**config.mk**
```make
export PLATFORM = sky130hd
export DESIGN_NAME = aclink_rx
export DESIGN_NICKNAME = d
export VERILOG_FILES = /design/src/rtl/aclink_rx.sv
export SDC_FILE = /design/constraint.sdc
export NUM_CORES = 1
export LEC_CHECK = 0
export BUFFER_PORTS_ARGS = -buffer_cell sky130_fd_sc_hd__buf_2
export CORE_ASPECT_RATIO = 1.2
export CORE_MARGIN = 3
export CORE_UTILIZATION = 50
export CTS_BUF_LIST = sky130_fd_sc_hd__clkbuf_4 sky130_fd_sc_hd__clkbuf_8
export DETAILED_ROUTE_END_ITERATION = 6
export PLACE_DENSITY_LB_ADDON = 0.15
export RECOVER_POWER = 25
export SYNTH_ARGS = -nofsm -noshare
export SYNTH_HDL_FRONTEND = slang
export SYNTH_SLANG_ARGS = --single-unit
```
**constraint.sdc**
```tcl
create_clock -name bclk -period 2.5 [get_ports bclk]
set_input_delay 0.375 -clock bclk [delete_from_list [all_inputs] [get_ports bclk]]
set_output_delay 0.375 -clock bclk [all_outputs]
set_load 0.03 [all_outputs]
```
**src/rtl/aclink_rx.sv**
```systemverilog
module aclink_rx #(
  parameter int TAG_W     = 16,
  parameter int SLOT_W    = 20,
  parameter int NUM_SLOTS = 12
) (
  input  logic              bclk,
  input  logic              rst_n,
  input  logic              sync,
  input  logic              sdin,
  output logic [TAG_W-1:0]  tag_out,
  output logic [SLOT_W-1:0] stat_addr,
  output logic              stat_addr_vld,
  output logic [SLOT_W-1:0] stat_data,
  output logic              stat_data_vld,
  output logic [SLOT_W-1:0] pcm_left,
  output logic              pcm_left_vld,
  output logic [SLOT_W-1:0] pcm_right,
  output logic              pcm_right_vld,
  output logic [SLOT_W-1:0] mic_pcm,
  output logic              mic_pcm_vld,
  output logic              frame_done
);

  localparam int FRAME_BITS = TAG_W + SLOT_W * NUM_SLOTS;
  localparam int CW         = $clog2(FRAME_BITS + 1);
  localparam int NF         = 5;

  function automatic int field_slot(input int f);
    case (f)
      0:       return 1;
      1:       return 2;
      2:       return 3;
      3:       return 4;
      default: return 6;
    endcase
  endfunction

  logic [CW-1:0]     cnt;
  logic              active;
  logic              sync_q;
  logic [SLOT_W-1:0] shreg;
  logic [SLOT_W-1:0] sh_nxt;
  logic [TAG_W-1:0]  tag_hold;
  logic [NF-1:0]     fvld;

  wire start  = sync & ~sync_q;
  wire taking = active & ~start;
  wire last   = taking & (cnt == CW'(FRAME_BITS - 1));
  wire fr_ok  = tag_hold[TAG_W-1];

  assign sh_nxt = {shreg[SLOT_W-2:0], sdin};

  always_ff @(negedge bclk or negedge rst_n) begin
    if (!rst_n) begin
      cnt        <= '0;
      active     <= 1'b0;
      sync_q     <= 1'b0;
      shreg      <= '0;
      frame_done <= 1'b0;
    end else begin
      sync_q     <= sync;
      frame_done <= last;
      if (start) begin
        cnt    <= CW'(1);
        active <= 1'b1;
        shreg  <= {{(SLOT_W-1){1'b0}}, sdin};
      end else if (active) begin
        shreg <= sh_nxt;
        if (last) begin
          cnt    <= '0;
          active <= 1'b0;
        end else begin
          cnt <= cnt + CW'(1);
        end
      end
    end
  end

  always_ff @(negedge bclk or negedge rst_n) begin
    if (!rst_n) begin
      tag_hold <= '0;
      tag_out  <= '0;
    end else begin
      if (taking && cnt == CW'(TAG_W - 1))
        tag_hold <= sh_nxt[TAG_W-1:0];
      if (last)
        tag_out <= tag_hold;
    end
  end

  for (genvar f = 0; f < NF; f++) begin : g_fld
    localparam int SLOT = field_slot(f);
    localparam int ENDB = TAG_W + SLOT_W * SLOT - 1;
    logic [SLOT_W-1:0] hold_r;
    logic [SLOT_W-1:0] val_r;

    always_ff @(negedge bclk or negedge rst_n) begin
      if (!rst_n) begin
        hold_r  <= '0;
        val_r   <= '0;
        fvld[f] <= 1'b0;
      end else begin
        if (taking && cnt == CW'(ENDB))
          hold_r <= sh_nxt;
        if (last) begin
          if (fr_ok && tag_hold[TAG_W-1-SLOT]) begin
            val_r   <= hold_r;
            fvld[f] <= 1'b1;
          end else begin
            fvld[f] <= 1'b0;
          end
        end
      end
    end
  end

  assign stat_addr     = g_fld[0].val_r;
  assign stat_data     = g_fld[1].val_r;
  assign pcm_left      = g_fld[2].val_r;
  assign pcm_right     = g_fld[3].val_r;
  assign mic_pcm       = g_fld[4].val_r;
  assign stat_addr_vld = fvld[0];
  assign stat_data_vld = fvld[1];
  assign pcm_left_vld  = fvld[2];
  assign pcm_right_vld = fvld[3];
  assign mic_pcm_vld   = fvld[4];


  done_pulse_chk: assert property (@(negedge bclk) disable iff (!rst_n)
    frame_done |=> !frame_done);


  done_len_chk: assert property (@(negedge bclk) disable iff (!rst_n)
    frame_done |-> $past(cnt) == CW'(FRAME_BITS - 1));


  quiet_chk: assert property (@(negedge bclk) disable iff (!rst_n)
    !frame_done |-> $stable({tag_out, fvld, stat_addr, stat_data, pcm_left, pcm_right, mic_pcm}));


  restart_chk: assert property (@(negedge bclk) disable iff (!rst_n)
    $rose(sync) |-> !frame_done);


  keep_chk: assert property (@(negedge bclk) disable iff (!rst_n)
    !pcm_right_vld |-> $stable(pcm_right));


  fvalid_chk: assert property (@(negedge bclk) disable iff (!rst_n)
    (frame_done && (fvld != '0)) |-> tag_out[TAG_W-1]);

endmodule

```
==> results.rst, run 1 <==
.. list-table::
   :header-rows: 1

   * - Metric
     - Value
   * - Main combinational cell family by area after synthesis
     - multiplexers
   * - Static leakage
     - approximately 7.7 nW
   * - Crit path max fanout
     - 2
   * - Number of placed I/O pins
     - roughly 130
   * - Combinational cell fraction of total power
     - 0.044
   * - Pin slew with the least headroom to its limit
     - approximately 1.2 ns
   * - Cell accounting for the most synthesized area
     - sky130_fd_sc_hd__dfrtn_1
   * - Total nets after synthesis
     - 650
   * - Slowest cell on crit path
     - sky130_fd_sc_hd__dfrtn_1
   * - First-iteration detailed-routing DRC count
     - slightly below 300
   * - Final Power
     - about 9.0 mW
   * - Synthesized instance count
     - 645
   * - Routed Wire Length
     - approximately 26 mm
   * - Failing checks
     - setup timing
   * - Startpoint types
     - flip-flop
   * - Detail-routed net length per standard cell
     - ~21 um
   * - Worst R2R Setup Slack
     - approximately 0.070 ns
   * - Final Instance Area
     - 14600 um^2
   * - Leading post-synthesis cells by cell area
     - sky130_fd_sc_hd__dfrtn_1 (65%), sky130_fd_sc_hd__mux2_2 (23%), sky130_fd_sc_hd__mux2_4 (2.9%), sky130_fd_sc_hd__mux2i_1 (1.7%), sky130_fd_sc_hd__buf_2 (1.0%)
   * - Maximum Capacitance Violations
     - 0
   * - Later-pin clock latency in the skew report
     - around 0.52 ns
   * - Multiplexer area fraction after synthesis
     - 0.278
   * - Number of placed cells counting well taps
     - 1043
   * - Areal power density over the cells
     - 617 nW/um^2
   * - Vertical die dimension
     - roughly 160 um
   * - Final cell count without fillers
     - approximately 1200
   * - Commonest non-fill, non-tap cells in the layout
     - sky130_fd_sc_hd__dfrtn_1 (268), sky130_fd_sc_hd__buf_6 (142), sky130_fd_sc_hd__mux2_2 (129)
   * - Syn avg cell area
     - about 16 um^2
   * - Endpoints failing setup
     - between 300 and 400
   * - Reg-to-reg endpoint
     - g_fld[1].hold_r[8]
   * - Delay-heaviest family, CP
     - flip-flops
   * - Synth Area in Compound Gates
     - 0.0133
   * - Worst path bufs/invs
     - 1
   * - Crit path kind
     - flip-flop to output pin
   * - Switching pwr
     - about 2.0 mW
   * - Total number of vias
     - around 6400
   * - Unrepaired setup endpoints after global routing
     - true
   * - Most common cell after layout, fill and taps aside
     - sky130_fd_sc_hd__dfrtn_1
   * - First-pass GRT wire length
     - ~38 mm
   * - Die X-Extent
     - roughly 140 um
   * - CP Capture Type
     - output pin
   * - GR Util All Layers
     - 0.221
   * - Detailed-route vias per instance
     - roughly 5.3
   * - DR DRC count
     - 0
   * - Site row count
     - 57
   * - Count of hold-fix buffers inserted at cts
     - 0
   * - Final hold violation count
     - 0
   * - Part of the total power dissipated in the clock network
     - 0.447
   * - Final hold slack
     - 0.445 ns
   * - Cell-by-cell trace of the critical path
     - buf_6
   * - Synthesized-area fraction occupied by xor and xnor cells
     - 0.00169
   * - Core Footprint
     - 20300 um^2
   * - Adder-cell share of the synthesized area
     - 0.00121
   * - Simple-gate area share of the yosys netlist
     - 0.0356
   * - Cell depth of the worst hold path
     - 1
   * - Clock tree from TritonCTS
     - built
   * - Die ar.
     - ~22000 um^2
   * - Yosys cell types
     - between 40 and 50
   * - Routability Congestion
     - between 0.8 and 0.9
   * - Startpoint of the most critical register-to-register path
     - cnt[5]
   * - Number of buffers between clock root and the deepest sink
     - 3
   * - Effective utilization at floorplan
     - 0.510
   * - Portion of total power attributed to sequential cells
     - 0.509
   * - Hold path startpoint
     - g_fld[1].hold_r[9]
   * - Sinks on the clock net
     - around 270
   * - Hold EP
     - stat_data[9]
   * - Outcome
     - finished, violations left
   * - Kind of path behind the tightest hold check
     - flip-flop to flip-flop
   * - Area Growth Syn to Fin
     - 41.6%
   * - Diode count
     - 0
   * - Setup ws final
     - -0.253 ns
   * - Internal portion of total power
     - around 7.0 mW
   * - Setup WS pre-CTS
     - -0.674 ns
   * - Area share of the largest cell type after synthesis
     - 0.649
   * - Nets@finish
     - 907
   * - Count of H-tree levels built during CTS
     - 2
   * - Net switching share of the total power
     - 0.221
   * - Number of antenna violations at the first check in global routing
     - 0
   * - Worst path arrival time
     - approximately 2.4 ns
   * - Number of global-route vias before repair
     - roughly 7000
   * - Total of buffers placed on input and output ports
     - around 130
   * - Part of the Yosys area used for sequential elements
     - 0.649
   * - CTS buffer count
     - 43
   * - Clock skew
     - roughly 0.016 ns
   * - Placed wire-length estimate
     - 14.6 mm
   * - Required time at the endpoint of the critical path
     - 2.12 ns
   * - Pin count of the biggest net entering global routing
     - 40
   * - Number of antenna-violating nets in the routed design
     - 0
   * - Remaining global-route overflow
     - 0
   * - Clock transition at the registers of the reported paths
     - around 0.04 ns
   * - Max-Slew Margin vs Limit
     - 0.167
   * - Fin. max-slew vios
     - 0
   * - Clock tree root buffer cell
     - sky130_fd_sc_hd__clkbuf_8
   * - Fraction of layout instances using a drive strength above 1
     - 0.610
   * - Post-Syn Area
     - 10300 um^2
   * - Reg2reg path depth
     - 5
   * - Standard cell area after detailed placement
     - 11800 um^2
   * - Dominant synthesized flop cell
     - sky130_fd_sc_hd__dfrtn_1
   * - Detailed-routing iteration count for the pre-antenna-repair pass
     - 4
   * - Number of flops mapped to enable cells by yosys
     - 0
   * - Number of synthesized register bits
     - 268
   * - Crit-path max cell delay
     - about 0.46 ns
   * - Syn. warnings
     - 0
   * - Worst ir drop on vdd
     - 0.460 mV
   * - Async set-reset flop share out of synthesis
     - 1.00
[metrics by stage]
stage               utilization  setup TNS [ns]
floorplan                     -          -68.08
global placement          0.581         -125.65
detailed placement        0.581         -131.99
CTS                       0.702          -36.65
global route              0.723          -64.93
finish                    0.723          -53.53
[registers in the layout (all words and copies together) (netlist names)]
| register | cells |
|---|---|
| stat_addr | 20 |
| pcm_right_vld | 1 |
| stat_data | 20 |
| tag_out | 16 |
| pcm_right | 20 |
| pcm_left_vld | 1 |
| stat_addr_vld | 1 |
| pcm_left | 20 |
| stat_data_vld | 1 |
| frame_done | 1 |
| mic_pcm | 20 |
| g_fld.hold_r | 100 |
| mic_pcm_vld | 1 |
| cnt | 9 |
| shreg | 19 |
| sync_q | 1 |
| tag_hold | 16 |
| active | 1 |
[cell families (layout without fill, tap and decap cells)]
kind of cell | after synthesis | in the layout
AOI/OAI and AO/OA | 21 | 21
xor gates and xnor gates | 2 | 2
and+or+nand+nor | 62 | 63
muxes | 251 | 251
DFF | 268 | 268
adders and majority gates | 1 | 1
buffers and inverters | 40 | 325
[layer usage]
metal	routed length [um]	global-route usage
met2	12900	0.373
met3	1120	0.0441
met1	11000	0.291
met4	536	0.0662
met5	0	0
[how the worst max path moves through the flow]
stage,to,cells after the start,slack (ns),startpoint
final,stat_addr[8],1,-0.25,stat_addr[8]
after global routing,tag_out[11],1,-0.28,tag_out[11]
after CTS,stat_data[19],1,-0.28,stat_data[19]
after detailed placement,mic_pcm[6],8,-0.67,sync
after global placement,mic_pcm[5],8,-0.63,sync
after floorplan,g_fld[1].hold_r[0],6,-0.42,sync
[power groups by stage]
stage	Sequential [mW]	Combinational, mW	Clock [mW]
after floorplan	4.60	0.195	0
after global placement	4.65	0.335	0
after detailed placement	4.65	0.352	0
after CTS	4.59	0.368	4.12
after global routing	4.61	0.435	4.34
final	4.59	0.397	4.04
[Yosys cell counts, types with 2 or more instances]
cell and number:
sky130_fd_sc_hd__dfrtn_1 268, sky130_fd_sc_hd__mux2_2 213, sky130_fd_sc_hd__nor2_1 22, sky130_fd_sc_hd__buf_2 21, sky130_fd_sc_hd__mux2_4 20, sky130_fd_sc_hd__mux2i_1 18
sky130_fd_sc_hd__nand3_1 9, sky130_fd_sc_hd__o21ai_0 7, sky130_fd_sc_hd__nand2_1 6, sky130_fd_sc_hd__buf_4 5, sky130_fd_sc_hd__inv_1 5, sky130_fd_sc_hd__nor2b_1 4
sky130_fd_sc_hd__a21oi_1 3, sky130_fd_sc_hd__and3_1 3, sky130_fd_sc_hd__buf_6 3, sky130_fd_sc_hd__clkbuf_1 3, sky130_fd_sc_hd__nand4_1 3, sky130_fd_sc_hd__a22o_1 2
sky130_fd_sc_hd__and4_1 2, sky130_fd_sc_hd__buf_1 2, sky130_fd_sc_hd__nand2b_1 2, sky130_fd_sc_hd__nor4_4 2, sky130_fd_sc_hd__o22ai_1 2, sky130_fd_sc_hd__xor2_1 2
[worst reg2reg max path, stage by stage (launching register included)]
cell and delay (ns):
sky130_fd_sc_hd__dfrtn_1 0.55, sky130_fd_sc_hd__or4b_1 0.52, sky130_fd_sc_hd__nor4_4 0.28, sky130_fd_sc_hd__and4_4 0.42
sky130_fd_sc_hd__clkbuf_16 0.21, sky130_fd_sc_hd__mux2_4 0.30
[cell type report]
cell class / count / area [um^2]
timing repair buffer: 245 / 2790
inverter: 6 / 22.5
clock inverter: 8 / 115
clock buffer: 66 / 815
fill: 1256 / 5610
multi-input combinational: 338 / 3860
sequential: 268 / 6710
tap: 265 / 332
[repair_timing]
action                     4_1_cts  5_1_grt
gates resized for setup        310       40
cloned                          10        8
setup endpoints to repair      258      314
pin swaps                        5        8
buffers inserted                37       32
(Power assumes the default switching activity.)
==> inputs of run 2 (changes only) <==
--- a/config.mk
+++ b/config.mk
@@ -13,6 +13,7 @@
 export DETAILED_ROUTE_END_ITERATION = 6
 export PLACE_DENSITY_LB_ADDON = 0.15
 export RECOVER_POWER = 25
+export SKIP_LAST_GASP = 1
 export SYNTH_ARGS = -nofsm -noshare
 export SYNTH_HDL_FRONTEND = slang
 export SYNTH_SLANG_ARGS = --single-unit
==> run 2 against run 1 <==
  * The run still ends with setup timing left
  * Non-clock buffer count is 4 higher
  * Sequential cell count stayed put
  * Utilization is 0.65 points higher
  * Register-to-register slack hardly changed
  * Clock-buffer cell count stayed put
  * First-iteration DRC count is 13% higher
  * Die area stayed put
  * Sequential share of layout area is 0.41 points lower
  * Worst setup slack worse by 0.019 ns
  * Clock power hardly changed
  * Global-route usage is 0.17 points lower
  * Clock skew is 0.0057 ns higher
  * Largest cell class unchanged
==> results.rst, run 2 (synthesis results as in run 1) <==
.. list-table::
   :header-rows: 1

   * - Metric
     - Value
   * - Outcome
     - finished, violations left
   * - Failing checks
     - setup timing
   * - Areal power density over the cells
     - 611 nW/um^2 (-0.99%)
   * - Crit path max fanout
     - 2 (unchanged)
   * - Number of global-route vias before repair
     - 6833 (-0.34%)
   * - Area Growth Syn to Fin
     - 42.9%
   * - Largest register FFs
     - 100 (unchanged)
   * - Total of buffers placed on input and output ports
     - 125 (unchanged)
   * - Kind of path behind the tightest hold check
     - flip-flop to flip-flop
   * - GR Util All Layers
     - 0.220 (-0.00166)
   * - Setup ws final
     - -0.272 ns (-0.0191 ns)
   * - Effective utilization at floorplan
     - 0.510 (unchanged)
   * - Slowest cell on crit path
     - sky130_fd_sc_hd__dfrtn_1
   * - Remaining global-route overflow
     - 0 (unchanged)
   * - Clock tree root buffer cell
     - sky130_fd_sc_hd__clkbuf_8
   * - Die ar.
     - 22400 um^2 (unchanged)
   * - Internal portion of total power
     - 7.03 mW (about the same)
   * - Final Power
     - 9.03 mW (about the same)
   * - Required time at the endpoint of the critical path
     - 2.12 ns (about the same)
   * - Maximum Capacitance Violations
     - 0 (unchanged)
   * - Endpoints failing setup
     - 337 (-4.8%)
   * - Die X-Extent
     - 137 um (unchanged)
   * - Crit path kind
     - flip-flop to output pin
   * - Max-Slew Margin vs Limit
     - 0.162 (-0.00459)
   * - Number of buffers between clock root and the deepest sink
     - 3 (unchanged)
   * - Diode count
     - 0 (unchanged)
   * - Worst path bufs/invs
     - 1 (unchanged)
   * - Combinational cell fraction of total power
     - 0.043 (about the same)
   * - Portion of total power attributed to sequential cells
     - 0.509 (about the same)
   * - Detail-routed net length per standard cell
     - 22.0 um (+2.6%)
   * - First-pass GRT wire length
     - 38.1 mm (-0.77%)
   * - Nets@finish
     - 911 (+0.44%)
   * - Total number of vias
     - 6425 (+0.83%)
   * - Routability Congestion
     - 0.878 (unchanged)
   * - Commonest non-fill, non-tap cells in the layout
     - sky130_fd_sc_hd__dfrtn_1 (268), sky130_fd_sc_hd__buf_6 (143), sky130_fd_sc_hd__mux2_2 (118)
   * - Clock transition at the registers of the reported paths
     - 0.05 ns (about the same)
   * - Number of antenna violations at the first check in global routing
     - 0 (unchanged)
   * - Clock skew
     - 0.0221 ns (+0.00569 ns)
   * - Crit-path max cell delay
     - 0.47 ns (about the same)
   * - DR DRC count
     - 0 (unchanged)
   * - Part of the total power dissipated in the clock network
     - 0.448 (about the same)
   * - CTS buffer count
     - 43 (unchanged)
   * - Fin. max-slew vios
     - 0 (unchanged)
   * - Static leakage
     - 7.72 nW (+0.62%)
   * - Worst path arrival time
     - 2.40 ns (+0.02 ns)
   * - Clock tree from TritonCTS
     - built
   * - Site row count
     - 57 (unchanged)
   * - Routed Wire Length
     - 26.4 mm (+2.9%)
   * - Unrepaired setup endpoints after global routing
     - true
   * - Setup WS pre-CTS
     - -0.674 ns (unchanged)
   * - Filler instances
     - 1259 (+0.24%)
   * - Detailed-route vias per instance
     - 5.35 (+0.50%)
   * - Placed wire-length estimate
     - 14.6 mm (unchanged)
   * - Delay-heaviest family, CP
     - flip-flops
   * - Vertical die dimension
     - 164 um (unchanged)
   * - Sinks on the clock net
     - 268 (unchanged)
   * - Pin slew with the least headroom to its limit
     - 1.26 ns (+0.00688 ns)
   * - First-iteration detailed-routing DRC count
     - 332 (+13%)
   * - Pin count of the biggest net entering global routing
     - 40 (unchanged)
   * - Most common cell after layout, fill and taps aside
     - sky130_fd_sc_hd__dfrtn_1
   * - CP Capture Type
     - output pin
   * - Count of H-tree levels built during CTS
     - 2 (unchanged)
   * - Detailed-routing iteration count for the pre-antenna-repair pass
     - 4 (unchanged)
   * - Fraction of layout instances using a drive strength above 1
     - 0.612 (+0.00167)
   * - Cell-by-cell trace of the critical path
     - buf_6
   * - Core Footprint
     - 20300 um^2 (unchanged)
   * - Register name with the most flops
     - g_fld.hold_r
   * - Later-pin clock latency in the skew report
     - 0.52 ns (about the same)
   * - Switching pwr
     - 1.99 mW (-0.27%)
   * - Utilization after layout
     - 0.729 (+0.00649)
   * - Net switching share of the total power
     - 0.221 (-0.000379)
   * - Worst ir drop on vdd
     - 0.458 mV (-0.44%)
   * - Number of antenna-violating nets in the routed design
     - 0 (unchanged)
   * - Startpoint types
     - flip-flop
   * - Number of placed I/O pins
     - 126 (unchanged)
   * - Final hold violation count
     - 0 (unchanged)
[run 2: layout make-up]
class	count	area, um^2	area share
well taps	265	332	0.0224
clock inverters	8	115	0.00779
clock buffers	66	815	0.0551
inverters	6	22.5	0.00152
repair buffers	249	2880	0.195
flip-flops and latches	268	6710	0.454
multi-input cells	338	3910	0.264
[run 2: timing repair]
item,4_1_cts,5_1_grt
endpoints found under the setup margin,258,313
pin swaps,5,6
buffers inserted,37,30
hold endpoints to repair,0,0
gates cloned,10,13
resized for setup,280,80
hold buffers,0,0
[run 2: metrics by stage]
| stage | instance area, um^2 | setup TNS [ns] | hold slack [ns] | cells |
|---|---|---|---|---|
| floorplan | 10600 | -68.08 | 0.434 | 645 |
| global placement | 11800 | -125.65 | 0.442 | 1043 |
| detailed placement | 11800 | -131.99 | 0.448 | 1043 |
| CTS | 14100 | -40.08 | 0.443 | 1164 |
| global route | 14800 | -54.61 | 0.458 | 1200 |
| finish | 14800 | -41.30 | 0.436 | 1200 |
[run 2: power groups by stage]
stage          combinational [mW]  clock [mW]  sequential [mW]
2_1_floorplan               0.195           0             4.60
6_report                    0.391        4.04             4.60
4_1_cts                     0.368        4.12             4.59
5_1_grt                     0.431        4.33             4.60
3_5_place_dp                0.352           0             4.65
3_3_place_gp                0.335           0             4.65
[run 2: per-layer routing]
layer  GRT usage  part of all wire  vias up  routed length [um]
met5           0                 0        -                   0
met4      0.0635             0.016        0                 427
met3      0.0444             0.048       39                1260
met2       0.374              0.50      170               13300
met1       0.286              0.43     3396               11400
li1            -                 -     2820                   -
[run 2: final timing paths]
kind                       cells past startpoint  slack [ns]                 end               start
max                                            1       -0.27        pcm_right[1]        pcm_right[1]
min                                            1        0.44        stat_data[9]  g_fld[1].hold_r[9]
max reg2reg                                    5        0.06  g_fld[1].hold_r[8]              cnt[5]
min reg2reg                                    1        0.44        stat_data[9]  g_fld[1].hold_r[9]
max in group asynchronous                      2        0.08       stat_data[13]               rst_n
min in group asynchronous                      1        1.27  g_fld[2].hold_r[0]               rst_n
==> inputs of run 3 (changes only) <==
--- a/config.mk
+++ b/config.mk
@@ -11,7 +11,8 @@
 export CORE_UTILIZATION = 50
 export CTS_BUF_LIST = sky130_fd_sc_hd__clkbuf_4 sky130_fd_sc_hd__clkbuf_8
 export DETAILED_ROUTE_END_ITERATION = 6
-export PLACE_DENSITY_LB_ADDON = 0.15
+export GPL_TIMING_DRIVEN = 0
+export PLACE_DENSITY = 0.7
 export RECOVER_POWER = 25
 export SKIP_LAST_GASP = 1
 export SYNTH_ARGS = -nofsm -noshare
==> run 3 against run 2 <==
  * The run still ends with setup timing left
  * Worst setup slack gained 0.0016 ns
  * First-iteration DRC count down 15%
  * Final cell count rose by 1.1%
  * Wire length up 0.39%
  * Final area about the same
  * Power fell by 1.9%
  * Largest cell class unchanged
  * Critical endpoint is now pcm_left[19]
  * Worst hold slack better by 0.013 ns
==> results.rst, run 3 (synthesis results as in run 1) <==
.. list-table::
   :header-rows: 1

   * - Metric
     - Value
   * - Part of the total power dissipated in the clock network
     - 0.438 (-0.010)
   * - Count of hold-fix buffers inserted at cts
     - 0 (unchanged)
   * - Static leakage
     - 7.74 nW (+0.20%)
   * - CP Capture Type
     - output pin
   * - Outcome
     - finished, violations left
   * - Total negative slack
     - -49.67 ns (-8.37 ns)
   * - Largest register FFs
     - 100 (unchanged)
   * - Slowest cell on crit path
     - sky130_fd_sc_hd__dfrtn_1
   * - Most common cell after layout, fill and taps aside
     - sky130_fd_sc_hd__dfrtn_1
   * - Internal portion of total power
     - 6.87 mW (-2.2%)
   * - Clock transition at the registers of the reported paths
     - 0.05 ns (about the same)
   * - Fin. max-slew vios
     - 0 (unchanged)
   * - Area Growth Syn to Fin
     - 42.9% (about the same)
   * - Number of global-route vias before repair
     - 6973 (+2.0%)
   * - Effective utilization at floorplan
     - 0.510 (unchanged)
   * - Crit-path max cell delay
     - 0.48 ns (about the same)
   * - GR Util All Layers
     - 0.231 (+0.0115)
   * - Clock tree from TritonCTS
     - built
   * - First-pass GRT wire length
     - 39.9 mm (+4.7%)
   * - Net switching share of the total power
     - 0.224 (+0.00298)
   * - Setup ws final
     - -0.270 ns (+0.00165 ns)
   * - Required time at the endpoint of the critical path
     - 2.12 ns (about the same)
   * - Worst path arrival time
     - 2.40 ns (about the same)
   * - Die ar.
     - 22400 um^2 (unchanged)
   * - First-iteration detailed-routing DRC count
     - 281 (-15%)
   * - Number of buffers between clock root and the deepest sink
     - 3 (unchanged)
   * - Number of placed I/O pins
     - 126 (unchanged)
   * - Worst path bufs/invs
     - 1 (unchanged)
   * - Maximum Capacitance Violations
     - 0 (unchanged)
   * - Vertical die dimension
     - 164 um (unchanged)
   * - Final hold violation count
     - 0 (unchanged)
   * - Sinks on the clock net
     - 268 (unchanged)
   * - Die X-Extent
     - 137 um (unchanged)
   * - Delay-heaviest family, CP
     - flip-flops
   * - Site row count
     - 57 (unchanged)
   * - Diode count
     - 0 (unchanged)
   * - Pin slew with the least headroom to its limit
     - 0.947 ns (-0.309 ns)
   * - Detailed-route vias per instance
     - 5.34 (-0.32%)
   * - Crit path kind
     - flip-flop to output pin
   * - Register name with the most flops
     - g_fld.hold_r
   * - Kind of path behind the tightest hold check
     - flip-flop to flip-flop
   * - Number of antenna-violating nets in the routed design
     - 0 (unchanged)
   * - Setup WS pre-CTS
     - -0.809 ns (-0.135 ns)
   * - Number of placed cells counting well taps
     - 1037 (-0.58%)
   * - Startpoint types
     - flip-flop
   * - Total of buffers placed on input and output ports
     - 125 (unchanged)
   * - Routability Congestion
     - 0.839 (-4.4%)
   * - Detailed-routing iteration count for the pre-antenna-repair pass
     - 4 (unchanged)
   * - Filler instances
     - 1250 (-0.71%)
   * - Placed wire-length estimate
     - 14.5 mm (-0.70%)
   * - Failing checks
     - setup timing
   * - Fraction of layout instances using a drive strength above 1
     - 0.618 (+0.00638)
   * - Combinational cell fraction of total power
     - 0.046 (+0.003)
   * - Portion of total power attributed to sequential cells
     - 0.516 (+0.007)
   * - Nets@finish
     - 922 (+1.2%)
   * - CTS buffer count
     - 42 (-2.3%)
   * - Cell-by-cell trace of the critical path
     - buf_6
   * - Core Footprint
     - 20300 um^2 (unchanged)
   * - Commonest non-fill, non-tap cells in the layout
     - sky130_fd_sc_hd__dfrtn_1 (268), sky130_fd_sc_hd__buf_6 (150), sky130_fd_sc_hd__mux2_2 (118)
   * - Clock tree root buffer cell
     - sky130_fd_sc_hd__clkbuf_8
   * - Count of H-tree levels built during CTS
     - 2 (unchanged)
   * - Unrepaired setup endpoints after global routing
     - true
   * - Max-Slew Margin vs Limit
     - 0.369 (+0.206)
   * - Worst ir drop on vdd
     - 0.483 mV (+5.5%)
   * - Routed Wire Length
     - 26.5 mm (+0.39%)
   * - Detail-routed net length per standard cell
     - 21.8 um (-0.68%)
   * - Number of antenna violations at the first check in global routing
     - 0 (unchanged)
   * - Areal power density over the cells
     - 600 nW/um^2 (-1.8%)
   * - Total number of vias
     - 6474 (+0.76%)
   * - DR DRC count
     - 0 (unchanged)
   * - Switching pwr
     - 1.98 mW (-0.53%)
   * - Endpoints failing setup
     - 382 (+13%)
   * - Clock skew
     - 0.0185 ns (-0.00363 ns)
   * - Utilization after layout
     - 0.729 (about the same)
   * - Crit path max fanout
     - 2 (unchanged)
   * - Remaining global-route overflow
     - 0 (unchanged)
   * - Later-pin clock latency in the skew report
     - 0.52 ns (about the same)
   * - Pin count of the biggest net entering global routing
     - 122 (+200%)
   * - Final cell count without fillers
     - 1213 (+1.1%)
==> run 3: cell types whose count changed in the layout (fill, tap and decap cells not counted), sizes merged <==
| cell | before | now |
|---|---|---|
| bufinv | 3 | 0 |
| or3 | 2 | 1 |
| buf | 235 | 254 |
| clkinvlp | 0 | 1 |
| clkbuf | 80 | 81 |
| clkinv | 6 | 2 |
==> run 3: final cells by class <==
cell class,count,area (um^2),share of cell area
buffer,30,365,0.0247
clock buffer,73,892,0.0604
clock inverter,2,12.5,0.000847
inverter,6,22.5,0.00152
multi-input combinational,337,3910,0.265
sequential,268,6710,0.454
tap,265,332,0.0224
timing repair buffer,232,2530,0.171
==> run 3: worst paths after layout <==
kind | from | endpoint | slack (ns) | depth (start not counted)
hold / removal | g_fld[4].hold_r[0] | mic_pcm[0] | 0.45 | 1
hold reg to reg | g_fld[4].hold_r[0] | mic_pcm[0] | 0.45 | 1
max in group asynchronous | rst_n | g_fld[1].hold_r[8] | -0.04 | 3
min in group asynchronous | rst_n | stat_addr[8] | 1.16 | 1
setup reg to reg | active | mic_pcm[16] | 0.01 | 8
setup / recovery | pcm_left[19] | pcm_left[19] | -0.27 | 1
==> run 3: repair_timing <==
item	CTS	global route
resized for setup	324	79
pin swaps	8	9
setup endpoints to repair	265	456
cloned	13	5
setup buffers	56	38
==> run 3: power groups by stage <==
| stage | logic [mW] | registers, mW | clock network, mW |
|---|---|---|---|
| floorplan | 0.195 | 4.60 | 0 |
| global placement | 0.315 | 4.62 | 0 |
| detailed placement | 0.345 | 4.63 | 0 |
| CTS | 0.374 | 4.56 | 3.94 |
| global route | 0.447 | 4.58 | 4.18 |
| finish | 0.404 | 4.57 | 3.88 |
==> run 3: per-layer routing <==
metal,GRT usage,vias up,share of wire
met5,0,-,0
met4,0.0653,0,0.020
met3,0.0502,46,0.048
met2,0.392,188,0.52
met1,0.301,3396,0.41
li1,-,2844,-
==> run 3: metrics by stage <==
stage / instance area (um^2) / hold WS [ns] / power, mW
final: 14800 / 0.449 / 8.86
after global routing: 14800 / 0.467 / 9.20
after CTS: 14400 / 0.450 / 8.88
after detailed placement: 11700 / 0.447 / 4.98
after global placement: 11600 / 0.442 / 4.94
after floorplan: 10600 / 0.434 / 4.79
